==> src/rtl/adc_serial_pm_pkg.sv <==
package adc_serial_pm_pkg;

  typedef enum logic [2:0] {
    PwrActive,
    PwrNap,
    PwrNapWake,
    PwrSleep,
    PwrRefWait
  } pwrState_t;

  typedef enum logic [1:0] {
    FrmIdle,
    FrmPend,
    FrmLate,
    FrmShift
  } frmState_t;

  typedef struct packed {
    logic load;
    logic statusBit;
    logic drive;
    logic shift;
    logic release_;
  } dpStrobe_t;

endpackage

==> src/rtl/adc_serial_pm_ctrl.sv <==
module adc_serial_pm_ctrl
  import adc_serial_pm_pkg::*;
#(
  parameter int DATA_W         = 12,
  parameter int NAP_WAKE_CYC   = 6,
  parameter int REF_SETTLE_CYC = 40,
  parameter int SETUP_CYC      = 3
) (
  input  logic      clk,
  input  logic      rstN,
  input  logic      sclk,
  input  logic      conv,
  output dpStrobe_t strobe,
  output logic      napOut,
  output logic      sleepOut,
  output logic      refReady
);

  localparam int FRAME_LEN = DATA_W + 1;
  localparam int BIT_W     = $clog2(FRAME_LEN);
  localparam int WAKE_MAX  = (NAP_WAKE_CYC > REF_SETTLE_CYC) ? NAP_WAKE_CYC : REF_SETTLE_CYC;
  localparam int WAKE_W    = $clog2(WAKE_MAX + 1);
  localparam int SETUP_W   = (SETUP_CYC < 1) ? 1 : $clog2(SETUP_CYC + 1);
  localparam int PULSE_W   = 3;

  // input edge detection
  logic sclkQ, convQ;
  logic sclkRise, convRise, convFall;

  always_ff @(posedge clk) begin
    if (!rstN) begin
      sclkQ <= 1'b0;
      convQ <= 1'b0;
    end else begin
      sclkQ <= sclk;
      convQ <= conv;
    end
  end

  assign sclkRise = sclk & ~sclkQ;
  assign convRise = conv & ~convQ;
  assign convFall = ~conv & convQ & ~sclk;

  // power command pulse counter
  logic [PULSE_W-1:0] pulseCnt, pulseNext;
  logic cmdNap, cmdSleep;

  assign pulseNext = pulseCnt + PULSE_W'(1);
  assign cmdNap    = convFall && (pulseNext == PULSE_W'(2));
  assign cmdSleep  = convFall && (pulseNext == PULSE_W'(4));

  always_ff @(posedge clk) begin
    if (!rstN)
      pulseCnt <= '0;
    else if (sclkRise)
      pulseCnt <= '0;
    else if (convFall && (pulseCnt != '1))
      pulseCnt <= pulseNext;
  end

  // power state machine
  pwrState_t pwrState;
  logic [WAKE_W-1:0] wakeCnt;
  logic goNap, goSleep, powerDown;

  assign goNap     = cmdNap && ((pwrState == PwrActive) || (pwrState == PwrNapWake));
  assign goSleep   = cmdSleep && (pwrState != PwrSleep);
  assign powerDown = goNap || goSleep;

  always_ff @(posedge clk) begin
    if (!rstN) begin
      pwrState <= PwrActive;
      wakeCnt  <= '0;
    end else if (goSleep) begin
      pwrState <= PwrSleep;
    end else if (goNap) begin
      pwrState <= PwrNap;
    end else begin
      case (pwrState)
        PwrNap: if (sclkRise) begin
          pwrState <= PwrNapWake;
          wakeCnt  <= WAKE_W'(NAP_WAKE_CYC);
        end
        PwrSleep: if (sclkRise) begin
          pwrState <= PwrRefWait;
          wakeCnt  <= WAKE_W'(REF_SETTLE_CYC);
        end
        PwrNapWake, PwrRefWait: begin
          if (wakeCnt == '0) pwrState <= PwrActive;
          else wakeCnt <= wakeCnt - WAKE_W'(1);
        end
        default: ;
      endcase
    end
  end

  assign napOut   = (pwrState == PwrNap) || (pwrState == PwrNapWake) || (pwrState == PwrRefWait);
  assign sleepOut = (pwrState == PwrSleep);
  assign refReady = (pwrState != PwrSleep) && (pwrState != PwrRefWait);

  // frame sequencing
  frmState_t frmState, frmNext;
  logic [BIT_W-1:0]   bitCnt;
  logic [SETUP_W-1:0] setupCnt;
  logic setupOk;

  assign setupOk = (setupCnt >= SETUP_W'(SETUP_CYC));

  always_comb begin
    strobe  = '0;
    frmNext = frmState;
    case (frmState)
      FrmIdle: if (convRise) begin
        strobe.load      = 1'b1;
        strobe.statusBit = (pwrState == PwrActive);
        frmNext          = FrmPend;
      end
      FrmPend: begin
        if (powerDown) frmNext = FrmIdle;
        else if (sclkRise) begin
          if (setupOk) begin
            strobe.drive = 1'b1;
            frmNext      = FrmShift;
          end else begin
            frmNext = FrmLate;
          end
        end
      end
      FrmLate: begin
        if (powerDown) frmNext = FrmIdle;
        else if (sclkRise) begin
          strobe.drive = 1'b1;
          frmNext      = FrmShift;
        end
      end
      FrmShift: if (sclkRise) begin
        if (bitCnt == BIT_W'(FRAME_LEN - 1)) begin
          strobe.release_ = 1'b1;
          frmNext         = FrmIdle;
        end else begin
          strobe.shift = 1'b1;
        end
      end
      default: frmNext = FrmIdle;
    endcase
  end

  always_ff @(posedge clk) begin
    if (!rstN) begin
      frmState <= FrmIdle;
      bitCnt   <= '0;
      setupCnt <= '0;
    end else begin
      frmState <= frmNext;
      if (strobe.drive) bitCnt <= '0;
      else if (strobe.shift) bitCnt <= bitCnt + BIT_W'(1);
      if (strobe.load) setupCnt <= '0;
      else if ((frmState == FrmPend) && !setupOk) setupCnt <= setupCnt + SETUP_W'(1);
    end
  end


  nap_sleep_excl_chk: assert property (@(posedge clk) disable iff (!rstN)
    !(napOut && sleepOut));


  sleep_entry_chk: assert property (@(posedge clk) disable iff (!rstN)
    $rose(sleepOut) |-> $past(convFall));


  sleep_exit_chk: assert property (@(posedge clk) disable iff (!rstN)
    $fell(sleepOut) |-> (napOut && !refReady));


  ready_full_active_chk: assert property (@(posedge clk) disable iff (!rstN)
    $rose(refReady) |-> (!napOut && !sleepOut));


  busy_ignore_chk: assert property (@(posedge clk) disable iff (!rstN)
    (convRise && (frmState != FrmIdle)) |=> !$past(strobe.load));

endmodule

==> src/rtl/adc_serial_pm_dp.sv <==
module adc_serial_pm_dp
  import adc_serial_pm_pkg::*;
#(
  parameter int DATA_W = 12
) (
  input  logic              clk,
  input  logic              rstN,
  input  dpStrobe_t         strobe,
  input  logic [DATA_W-1:0] sample,
  output logic              sdo,
  output logic              sdoEn
);

  localparam int FRAME_LEN = DATA_W + 1;
  localparam int CNT_W     = $clog2(FRAME_LEN + 1);

  logic [FRAME_LEN-1:0] shReg;
  logic                 enQ;

  always_ff @(posedge clk) begin
    if (!rstN) begin
      shReg <= '0;
      enQ   <= 1'b0;
    end else begin
      if (strobe.load)
        shReg <= strobe.statusBit ? {1'b1, sample} : '0;
      else if (strobe.shift)
        shReg <= {shReg[FRAME_LEN-2:0], 1'b0};
      if (strobe.drive) enQ <= 1'b1;
      else if (strobe.release_) enQ <= 1'b0;
    end
  end

  assign sdoEn = enQ;
  assign sdo   = enQ ? shReg[FRAME_LEN-1] : 1'b0;

  // checker counter of shifts within one driven frame
  logic [CNT_W-1:0] shiftCnt;
  always_ff @(posedge clk) begin
    if (!rstN) shiftCnt <= '0;
    else if (strobe.drive) shiftCnt <= '0;
    else if (strobe.shift) shiftCnt <= shiftCnt + CNT_W'(1);
  end


  frame_len_chk: assert property (@(posedge clk) disable iff (!rstN)
    sdoEn |-> (shiftCnt <= CNT_W'(DATA_W)));


  shift_while_driven_chk: assert property (@(posedge clk) disable iff (!rstN)
    strobe.shift |-> sdoEn);


  no_load_while_driven_chk: assert property (@(posedge clk) disable iff (!rstN)
    sdoEn |-> !strobe.load);

endmodule

==> src/rtl/adc_serial_pm.sv <==
module adc_serial_pm
  import adc_serial_pm_pkg::*;
#(
  parameter int DATA_W         = 12,
  parameter int NAP_WAKE_CYC   = 6,
  parameter int REF_SETTLE_CYC = 40,
  parameter int SETUP_CYC      = 3
) (
  input  logic              clk,
  input  logic              rstN,
  input  logic              sclk,
  input  logic              conv,
  input  logic [DATA_W-1:0] sample,
  output logic              sdo,
  output logic              sdoEn,
  output logic              napOut,
  output logic              sleepOut,
  output logic              refReady
);

  dpStrobe_t strobe;

  adc_serial_pm_ctrl #(
    .DATA_W(DATA_W),
    .NAP_WAKE_CYC(NAP_WAKE_CYC),
    .REF_SETTLE_CYC(REF_SETTLE_CYC),
    .SETUP_CYC(SETUP_CYC)
  ) u_ctrl (
    .clk(clk),
    .rstN(rstN),
    .sclk(sclk),
    .conv(conv),
    .strobe(strobe),
    .napOut(napOut),
    .sleepOut(sleepOut),
    .refReady(refReady)
  );

  adc_serial_pm_dp #(
    .DATA_W(DATA_W)
  ) u_dp (
    .clk(clk),
    .rstN(rstN),
    .strobe(strobe),
    .sample(sample),
    .sdo(sdo),
    .sdoEn(sdoEn)
  );

endmodule

==> config.mk <==
export PLATFORM = sky130hd
export DESIGN_NAME = adc_serial_pm
export DESIGN_NICKNAME = d
export VERILOG_FILES = /design/src/rtl/adc_serial_pm_pkg.sv /design/src/rtl/adc_serial_pm_ctrl.sv /design/src/rtl/adc_serial_pm_dp.sv /design/src/rtl/adc_serial_pm.sv
export SDC_FILE = /design/constraint.sdc
export NUM_CORES = 1
export LEC_CHECK = 0
export BUFFER_PORTS_ARGS = -buffer_cell sky130_fd_sc_hd__buf_2
export CAP_MARGIN = 5
export CORE_MARGIN = 2
export CORE_UTILIZATION = 40
export DETAILED_ROUTE_END_ITERATION = 7
export MAX_ROUTING_LAYER = met4
export PLACE_DENSITY_LB_ADDON = 0.15
export REMOVE_ABC_BUFFERS = 1
export SYNTH_ARGS = -nofsm -noshare
export SYNTH_HDL_FRONTEND = slang
export SYNTH_SLANG_ARGS = --single-unit
==> constraint.sdc <==
create_clock -name clk -period 4.6 [get_ports clk]
set_input_delay 0.46 -clock clk [delete_from_list [all_inputs] [get_ports clk]]
set_output_delay 0.46 -clock clk [all_outputs]
set_load 0.01 [all_outputs]
### After elaboration in Yosys (flattened, before gate mapping)

Index checks and enable logic that the tools add are counted.

* input bits: 16
* output and inout port bits: 5
* logic and storage cells: 117
* flip-flop bits (word level): 36

* add/subtract/negate cells: 4
* equal/unequal tests: 25
* multiplexer cells: 37
* order comparisons: 1
* bitwise gates (word level): 11
* reduce and logical (&&, ||, !) cells: 28

Operators with widths (count)
* 2-to-1 mux 13 bit: 3
* 2-to-1 mux 2 bit: 13
* 2-to-1 mux 6 bit: 3
* one-hot mux 6 bit (3 select lines): 1
* inequality test 2 x 1 -> 1 bit (second input constant): 6
* inequality test 4 x 1 -> 1 bit (second input constant): 3
* 2-to-1 mux 1 bit: 11
* equality test 3 x 2 -> 1 bit (second input constant): 3
* 2-to-1 mux 3 bit: 3
* one-hot mux 3 bit (3 select lines): 1
* one-hot mux 2 bit (4 select lines): 1
* AND reduction 4 bit: 2
* OR reduction 2 bit: 4
* logical AND 1 bit: 7
* NOT 1 bit: 7
* equality test 3 bit (second input constant): 2
* logical NOT 6 bit: 1
* inequality test 3 x 1 -> 1 bit (second input constant): 2
* inequality test 3 bit (second input constant): 2
* AND reduction 6 bit: 1
* subtractor 6 x 1 -> 6 bit (second input constant): 1
* AND reduction 5 bit: 1
* nonzero test 5 bit: 1
* adder 4 x 1 -> 4 bit (second input constant): 1
* other kinds (18): 26

### Logic depth before layout (Yosys ltp)

Gate-level depths: netlist (run 1).

* depth after elaboration: 9
* mapped depth: 8
* mapped depth without buffers: 7

### Modules after synthesis

From an unflattened synthesis (run 1), not the netlist that was laid out.

* cells, all modules: 237
* area total of the unflattened synthesis: 2173.3 um2

By module, submodules not included
* adc_serial_pm_ctrl: cells an instance 176, area each 1441.4 um2, times used 1, seq. area each 440.4 um2
* adc_serial_pm_dp: cells an instance 61, area each 732.0 um2, times used 1, seq. area each 280.3 um2

### Least setup slack after synthesis (run 1)

OpenSTA, ideal clock, no wires.

* kind: reg2reg
* from: register u_ctrl.pulseCnt[0]
* to: register u_ctrl.frmState[1]
* path slack: 2.812 ns
* cell stages (with the launch flop): 8
* arrival time: 1.716 ns
* buffers on the path: 0
* data required time: 4.528 ns
* setup time: 0.072 ns
* path through: dfxtp_1 -> ha_1 -> ha_1 -> nand3b_1 -> a21oi_2 -> and2_4 -> or4_1 -> mux2i_1

* longest elaborated chain between the ends: 7
* elaborated cells between the ends (all ways): 14
* those cells by class: 1 x add/sub; 4 x eq/ne; 3 x mux; 6 x reduce/logical

RTL lines
* start, declared: RTL line adc_serial_pm_ctrl.sv:45 `logic [PULSE_W-1:0] pulseCnt, pulseNext;`
* start signal, assigned: RTL line adc_serial_pm_ctrl.sv:58 `pulseCnt <= pulseNext;`
* adder 3 x 1 -> 3 bit (*): RTL line adc_serial_pm_ctrl.sv:48 `assign pulseNext = pulseCnt + PULSE_W'(1);`
* equality test 3 x 2 -> 1 bit or equality test 3 bit (tied branches): RTL line adc_serial_pm_ctrl.sv:49, adc_serial_pm_ctrl.sv:50
* logical AND 1 bit, on equally long branches: RTL line adc_serial_pm_ctrl.sv:49, adc_serial_pm_ctrl.sv:50
* logical AND 1 bit, on equally long branches: RTL line adc_serial_pm_ctrl.sv:66, adc_serial_pm_ctrl.sv:67
* logical OR 1 bit (*): RTL line adc_serial_pm_ctrl.sv:68 `assign powerDown = goNap || goSleep;`
* inequality test 3 x 1 -> 1 bit (no source line) (tied with other cells)
* AND reduction 5 bit (no source line) or one-hot mux 2 bit (4 select lines) (tied branches)
* end signal, assigned: RTL line adc_serial_pm_ctrl.sv:150 `frmState <= FrmIdle;`
* end signal, assigned: RTL line adc_serial_pm_ctrl.sv:154 `frmState <= frmNext;`
* end, declared: RTL line adc_serial_pm_ctrl.sv:102 `frmState_t frmState, frmNext;`

Mark *: on every way between the ends. The rest lies on a longest branch, timed or not.
A chain may end at the register's enable or synchronous reset.

### Worst setup path after layout (run 1)

* from: register u_ctrl.frmState[0]
* to: register u_dp.shReg[5]

* longest elaborated chain between the ends: 4
* elaborated cells between the ends (all ways): 7
* those cells by class: 1 x eq/ne; 4 x mux; 2 x reduce/logical

RTL lines
* logical NOT 2 bit: RTL line adc_serial_pm_ctrl.sv:112 `case (frmState)`
* 2-to-1 mux 2 bit: RTL line adc_serial_pm_ctrl.sv:112
* 2-to-1 mux 13 bit: RTL line adc_serial_pm_dp.sv:26 `shReg <= strobe.statusBit ? {1'b1, sample} : '0;`
* 2-to-1 mux 13 bit: RTL line adc_serial_pm_dp.sv:25 `if (strobe.load)`
* end signal, assigned: RTL line adc_serial_pm_dp.sv:26
* end signal, assigned: RTL line adc_serial_pm_dp.sv:28 `shReg <= {shReg[FRAME_LEN-2:0], 1'b0};`
* end, declared: RTL line adc_serial_pm_dp.sv:17 `logic [FRAME_LEN-1:0] shReg;`

Several ways; a longest one is shown, not always the timed one.

==> results of run 1 <==
-- sequential cells by signal (all words and copies together) (netlist names) --
register         count
u_dp.shReg          13
u_ctrl.wakeCnt       6
u_ctrl.bitCnt        4
u_ctrl.pulseCnt      3
u_ctrl.pwrState      3
u_ctrl.frmState      2
u_ctrl.setupCnt      2
u_ctrl.convQ         1
u_ctrl.sclkQ         1
u_dp.sdoEn           1
-- power breakdown --
part / internal, mW / leakage (nW) / switching [mW]
logic: 0.0637 / 0.527 / 0.0977
registers: 0.345 / 0.293 / 0.0198
clock network: 0.271 / 0.0784 / 0.121
-- routing by layer --
metal  vias to the layer above  wire length (um)  global-route usage [%]
met5                         -                 0                       -
met4                         0                40                   6.061
met3                         4               105                   4.115
met2                        24              1888                   27.28
met1                       774              2079                   22.50
li1                        868                 -                       -
-- Yosys cell counts, drive strengths merged, types with 2 or more instances --
| cell | number | share of area [%] |
|---|---|---|
| xnor2 | 5 | 2.2 |
| nand2 | 31 | 6.0 |
| mux2i | 3 | 1.5 |
| and2 | 3 | 1.1 |
| dfxtp | 36 | 37 |
| a21oi | 27 | 7.1 |
| nor2 | 21 | 4.0 |
| nand3 | 4 | 1.0 |
| inv | 14 | 2.7 |
| o21ai | 34 | 8.7 |
| or3 | 3 | 0.96 |
| o32ai | 2 | 0.90 |
| a211oi | 3 | 1.2 |
| buf | 6 | 2.2 |
| nand3b | 3 | 1.2 |
| clkbuf | 6 | 1.2 |
| ha | 14 | 9.0 |
| nor4 | 4 | 1.3 |
| nand2b | 6 | 2.3 |
| nor2b | 3 | 0.96 |
-- stage by stage --
stage | instance area, um2 | instances | hold WS, ps | total power [mW] | worst slack [ps]
global placement | 2071 | 319 | 471.8 | 0.5292 | 2197
floorplan | 1881 | 232 | 449.1 | 0.4844 | 2441
detailed placement | 2071 | 319 | 484.4 | 0.5299 | 2150
finish | 2230 | 327 | 399.6 | 0.9183 | 2155
CTS | 2230 | 327 | 394.1 | 0.9295 | 2068
global route | 2230 | 327 | 404.0 | 0.9679 | 1742
-- kinds of logic after synthesis --
family / share of synthesized area (%)
compound gates: 22.94
xor+xnor: 2.699
simple gates: 20.69
flops: 37.02
buf+inv: 6.105
mux: 1.542
fa+ha+maj: 8.998
-- layout make-up --
cell class | instances | area [um2]
multi-input combinational | 182 | 1114
clock inverter | 3 | 90.09
inverter | 14 | 52.55
clock buffer | 5 | 68.82
tap | 67 | 83.83
sequential | 36 | 720.7
timing repair buffer | 20 | 100.1
fill | 491 | 2494
-- worst paths after layout --
| path | from | to | slack, ps | cells past startpoint |
|---|---|---|---|---|
| min reg2reg | u_ctrl.wakeCnt[0] | u_ctrl.wakeCnt[0] | 490 | 2 |
| max reg2reg | u_ctrl.frmState[0] | u_dp.shReg[5] | 2160 | 6 |
| max | u_ctrl.frmState[0] | u_dp.shReg[5] | 2160 | 6 |
| min | sample[11] | u_dp.shReg[11] | 400 | 3 |
-- worst max-delay path: stages, from the launching register on --
cell      delay, ps
dfxtp_1         360
inv_1           130
ha_1            210
nand3b_1        390
nor4_2         1000
nand2_1         120
a21oi_1         160
-- cell usage in the layout (no fill, tap or decap), types with 2 or more instances in the layout --
cell / instances
mux2i_1: 3
and2_1: 2
nor2_1: 21
clkbuf_8: 5
a21oi_1: 26
a211oi_1: 3
nor4_1: 3
inv_1: 14
xnor2_1: 5
o21ai_0: 34
ha_1: 14
nand3_1: 4
nand2b_1: 5
nand2_1: 31
bufinv_16: 3
buf_2: 20
or3_1: 3
dfxtp_1: 36
nand3b_1: 3
nor2b_1: 3
o32ai_1: 2
==> metrics, run 1 <==
CP max FO=16; number of vias per cell=5.107; first-pass GRT wire length=7.196 mm; fin crit share=53.15%; DRC violations left=0; CTS Sinks=36; Total Nets Final=289; PD cells=411.9 mW/mm2; number of synthesized flops with an enable pin=0; outcome=finished, final reports clean; Clock Pin Slew Worst Setup and Hold Paths=80 ps; ant diodes=0; YS warnings=0; post-synthesis register bit count=36; routability congestion estimate=0.7503; min Tclk post-route=2445 ps; grt ovf=0; iteration count of the initial detailed-routing pass=4; Port Buffer Count=20; post-route core utilization=47.21%; largest net degree at the start of global routing=24; Post-CTS Setup Inserts=0; vias in the first global route=1585; syn_area_per_cell=7.979 um2; area of the mapped netlist=0.001947 mm2; Die Span Y=73.77 um; TritonCTS clock tree=built; Total Routing Usage GR=17.63%; final setup vio count=0; Clock Skews=6.451 ps; Longest Clk Path Bufs=2; Max-Cap Viols=0; I/O pin cnt=21; Worst Path Arrival=2660 ps; Die W=73.77 um; max-slew violations=0; DRT antenna net count=0; total CTS buffers=5; CORE AREA=0.004723 mm2; Initial Utilization=41.22%; Final TNS setup=0 ps; number of hold buffers added after CTS=0; f_max=409.0 MHz; Mapped Cells=244; initial DRC count=55; initial antenna violation count=0; Hold Vio Cnt, Final=0; layout cells sized above 1=14.23%; DRT Wirelength=4.113 mm; Worst Hold Class=in -> reg; num rows=25; Syn-to-layout area delta=14.52%; RSZ-0062 raised after global routing=false; Final HPWL DP=2.886 mm; post-synth cell types=42; worst-margin pin slew=1150 ps; CP required=4820 ps; clock root buffer=clkbuf_8; Worst-Skew Late Latency=290 ps; post_cts resized=0; Synth Flop Type=dfxtp_1; Post-synth ARST share=0%; die area=0.005441 mm2; H-tree level count=2; Worst Setup End Kind=flop; sequential-to-total area share from yosys stat=37.02%; CP Launch Type=flop; critical path class=reg -> reg; Slew Limit Headroom=22.68%; leakage=0.8989 nW; routed length per instance=12.58 um; via count=1670; Max IR drop VDD=0.0002050 V
Note: power is estimated with default switching activity, not from simulation.
==> inputs of run 2 (changes only) <==
- ABC_AREA: not set -> 1
- clock period: 4.6 -> 2.2 ns (I/O delays scaled with it)
==> metrics, run 2 <==
largest net degree at the start of global routing=21; Die Span Y=77.20 um; Worst Reg-to-Reg Cells=6; num rows=26; Hold Vio Cnt, Final=0; top cell type's share of synthesized area=33.63%; Worst Setup End Kind=primary output; ant diodes=0; Max IR drop VDD=0.0004923 V; Worst Path Arrival=1560 ps; routed length per instance=12.20 um; commonest cells after routing, fill and taps aside=42 x nand2_1, 36 x dfxtp_1, 29 x a21oi_1; Reg with most FFs=u_dp.shReg; Synth Area in Adders=8.173%; first-pass GRT wire length=7.866 mm; Max-Cap Viols=0; top post-synthesis cells by area=dfxtp_1 34%, ha_1 8.2%, nand2_1 7.4%, a21oi_1 6.8%, o21ai_0 6.5%; f_max=562.8 MHz; Filler Cell Count=551; sequential-to-total area share from yosys stat=33.63%; syn_area_per_cell=7.416 um2; biggest regs=u_dp.shReg: 13 flops, u_ctrl.wakeCnt: 6 flops, u_ctrl.bitCnt: 4 flops; largest family of logic cells by synthesized area=simple AND/OR/NAND/NOR gates; Total Routing Usage GR=16.43%; fin crit share=80.77%; post-route core utilization=47.01%; DRT Wirelength=4.650 mm; max FFs per register=13; number of synthesized flops with an enable pin=0; Slew Limit Headroom=72.76%; outcome=finished, final reports clean; hold path cells=3; clock root buffer=clkbuf_8; DRT antenna net count=0; H-tree level count=2; CP Cell Sequence=inv_2, a21oi_1, nand2_1, buf_2; Clock Pin Slew Worst Setup and Hold Paths=70 ps; CP required=1980 ps; post-synth cell types=34; leading area contributor after synthesis=dfxtp_1; Worst-Skew Late Latency=290 ps; Final HPWL DP=3.354 mm; number of hold buffers added after CTS=0; non-filler cells, final=381; Worst Hold Class=in -> reg; Mapped Cells=289; Initial Utilization=41.70%; iteration count of the initial detailed-routing pass=4; Longest Clk Path Bufs=2; Levels on crit path=4; worst slack at placement=460.9 ps; PD cells=1163 mW/mm2; most common cell after layout, fill and taps aside=nand2_1; critical path class=reg -> out; routability congestion estimate=0.8063; TritonCTS clock tree=built; Post-synth ARST share=0%; worst-margin pin slew=408.0 ps; Synth Area in Compound Gates=16.81%; max-slew violations=0; initial antenna violation count=0; final setup vio count=0; post_cts resized=0; die area=0.005960 mm2; CP Launch Type=flop; I/O pin cnt=21; initial DRC count=162; Total Nets Final=340; Syn-to-layout area delta=12.73%; max incr delay on CP=470 ps; slowest CP cell=dfxtp_1; CP max FO=16; vias in the first global route=1785; WP buf/inv=2; Synth Flop Type=dfxtp_1; Port Buffer Count=20; Synth Area in XOR/XNOR=2.043%; Final TNS setup=0 ps; min Tclk post-route=1777 ps; top-count cell post-synth=nand2_1; CTS Sinks=36; CORE AREA=0.005140 mm2; leakage=1.062 nW; via count=1908; Clock Skews=4.857 ps; hold slack final=138.2 ps; final setup margin=423.0 ps; Die W=77.20 um; grt met2 use=26.43%; YS warnings=0; global routing's busiest layer=met2; Post-CTS Setup Inserts=0; DRC violations left=0; number of vias per cell=5.008; met1 usage=20.97%; Synth Area in Simple Gates=31.82%; met3 Use GR=3.882%; RSZ-0062 raised after global routing=false; DP Cell Count=373; grt ovf=0; commonest cells in the netlist=42 x nand2_1, 36 x dfxtp_1, 29 x a21oi_1; total CTS buffers=5; layout cells sized above 1=18.33%; mux cell area share after synthesis=0%; Crit path max-delay family=flip-flops; post-synthesis register bit count=36; area of the mapped netlist=0.002143 mm2
[run 2: cell types whose count changed in the layout (fill, tap and decap cells not counted), sizes merged, moves of 6 or more]
cell,delta
inv,+16
nand2,+16
nand2b,-6
nand3,+20
nand4,+19
nor2,+13
[run 2: layout make-up]
type | instances | area (um2) | area share, %
Clock buffer | 6 | 72.57 | 3.004
Clock inverter | 2 | 35.03 | 1.450
Inverter | 31 | 116.4 | 4.816
Multi-Input combinational cell | 213 | 1261 | 52.20
Sequential cell | 36 | 720.7 | 29.83
Tap cell | 70 | 87.58 | 3.625
Timing Repair Buffer | 23 | 122.6 | 5.075
[run 2: logic make-up (layout without fill, tap and decap cells)]
group                    after synthesis  count (layout)
AND/OR/NAND/NOR                      126             126
AO/OA/AOI/OAI                         68              68
buffers and inverters                 40              62
flip-flops                            36              36
adder cells (fa/ha/maj)               14              14
XOR/XNOR                               5               5
[run 2: path summary, 6_finish.rpt]
path / start / endpoint / slack (ps)
min reg2reg: u_ctrl.wakeCnt[1] / u_ctrl.wakeCnt[1] / 480
min: sclk / u_ctrl.sclkQ / 140
max reg2reg: u_ctrl.frmState[0] / u_dp.shReg[10] / 470
max: u_ctrl.pwrState[1] / refReady / 420
[run 2: power by group]
part           switching, mW  internal, mW
logic                  0.841         0.477
registers              0.114         0.801
clock network          0.242         0.336
total                   1.20          1.61
[run 2: metrics by stage]
stage | cell area, um2 | power, mW
after global routing | 2416 | 3.065
after CTS | 2416 | 2.835
after detailed placement | 2308 | 2.249
after global placement | 2308 | 2.246
final | 2416 | 2.811
after floorplan | 2098 | 1.944
[run 2: per-layer routing]
layer  part of all wire (%)  wire length, um
met3                    3.2              150
met2                     45             2089
met4                   0.90               42
met1                     51             2368
met5                      0                0
[run 2: worst min-delay path, delay by kind of cell]
family	cells	cell delay, ps
buffers and inverters	2	130
AND/OR/NAND/NOR	1	50
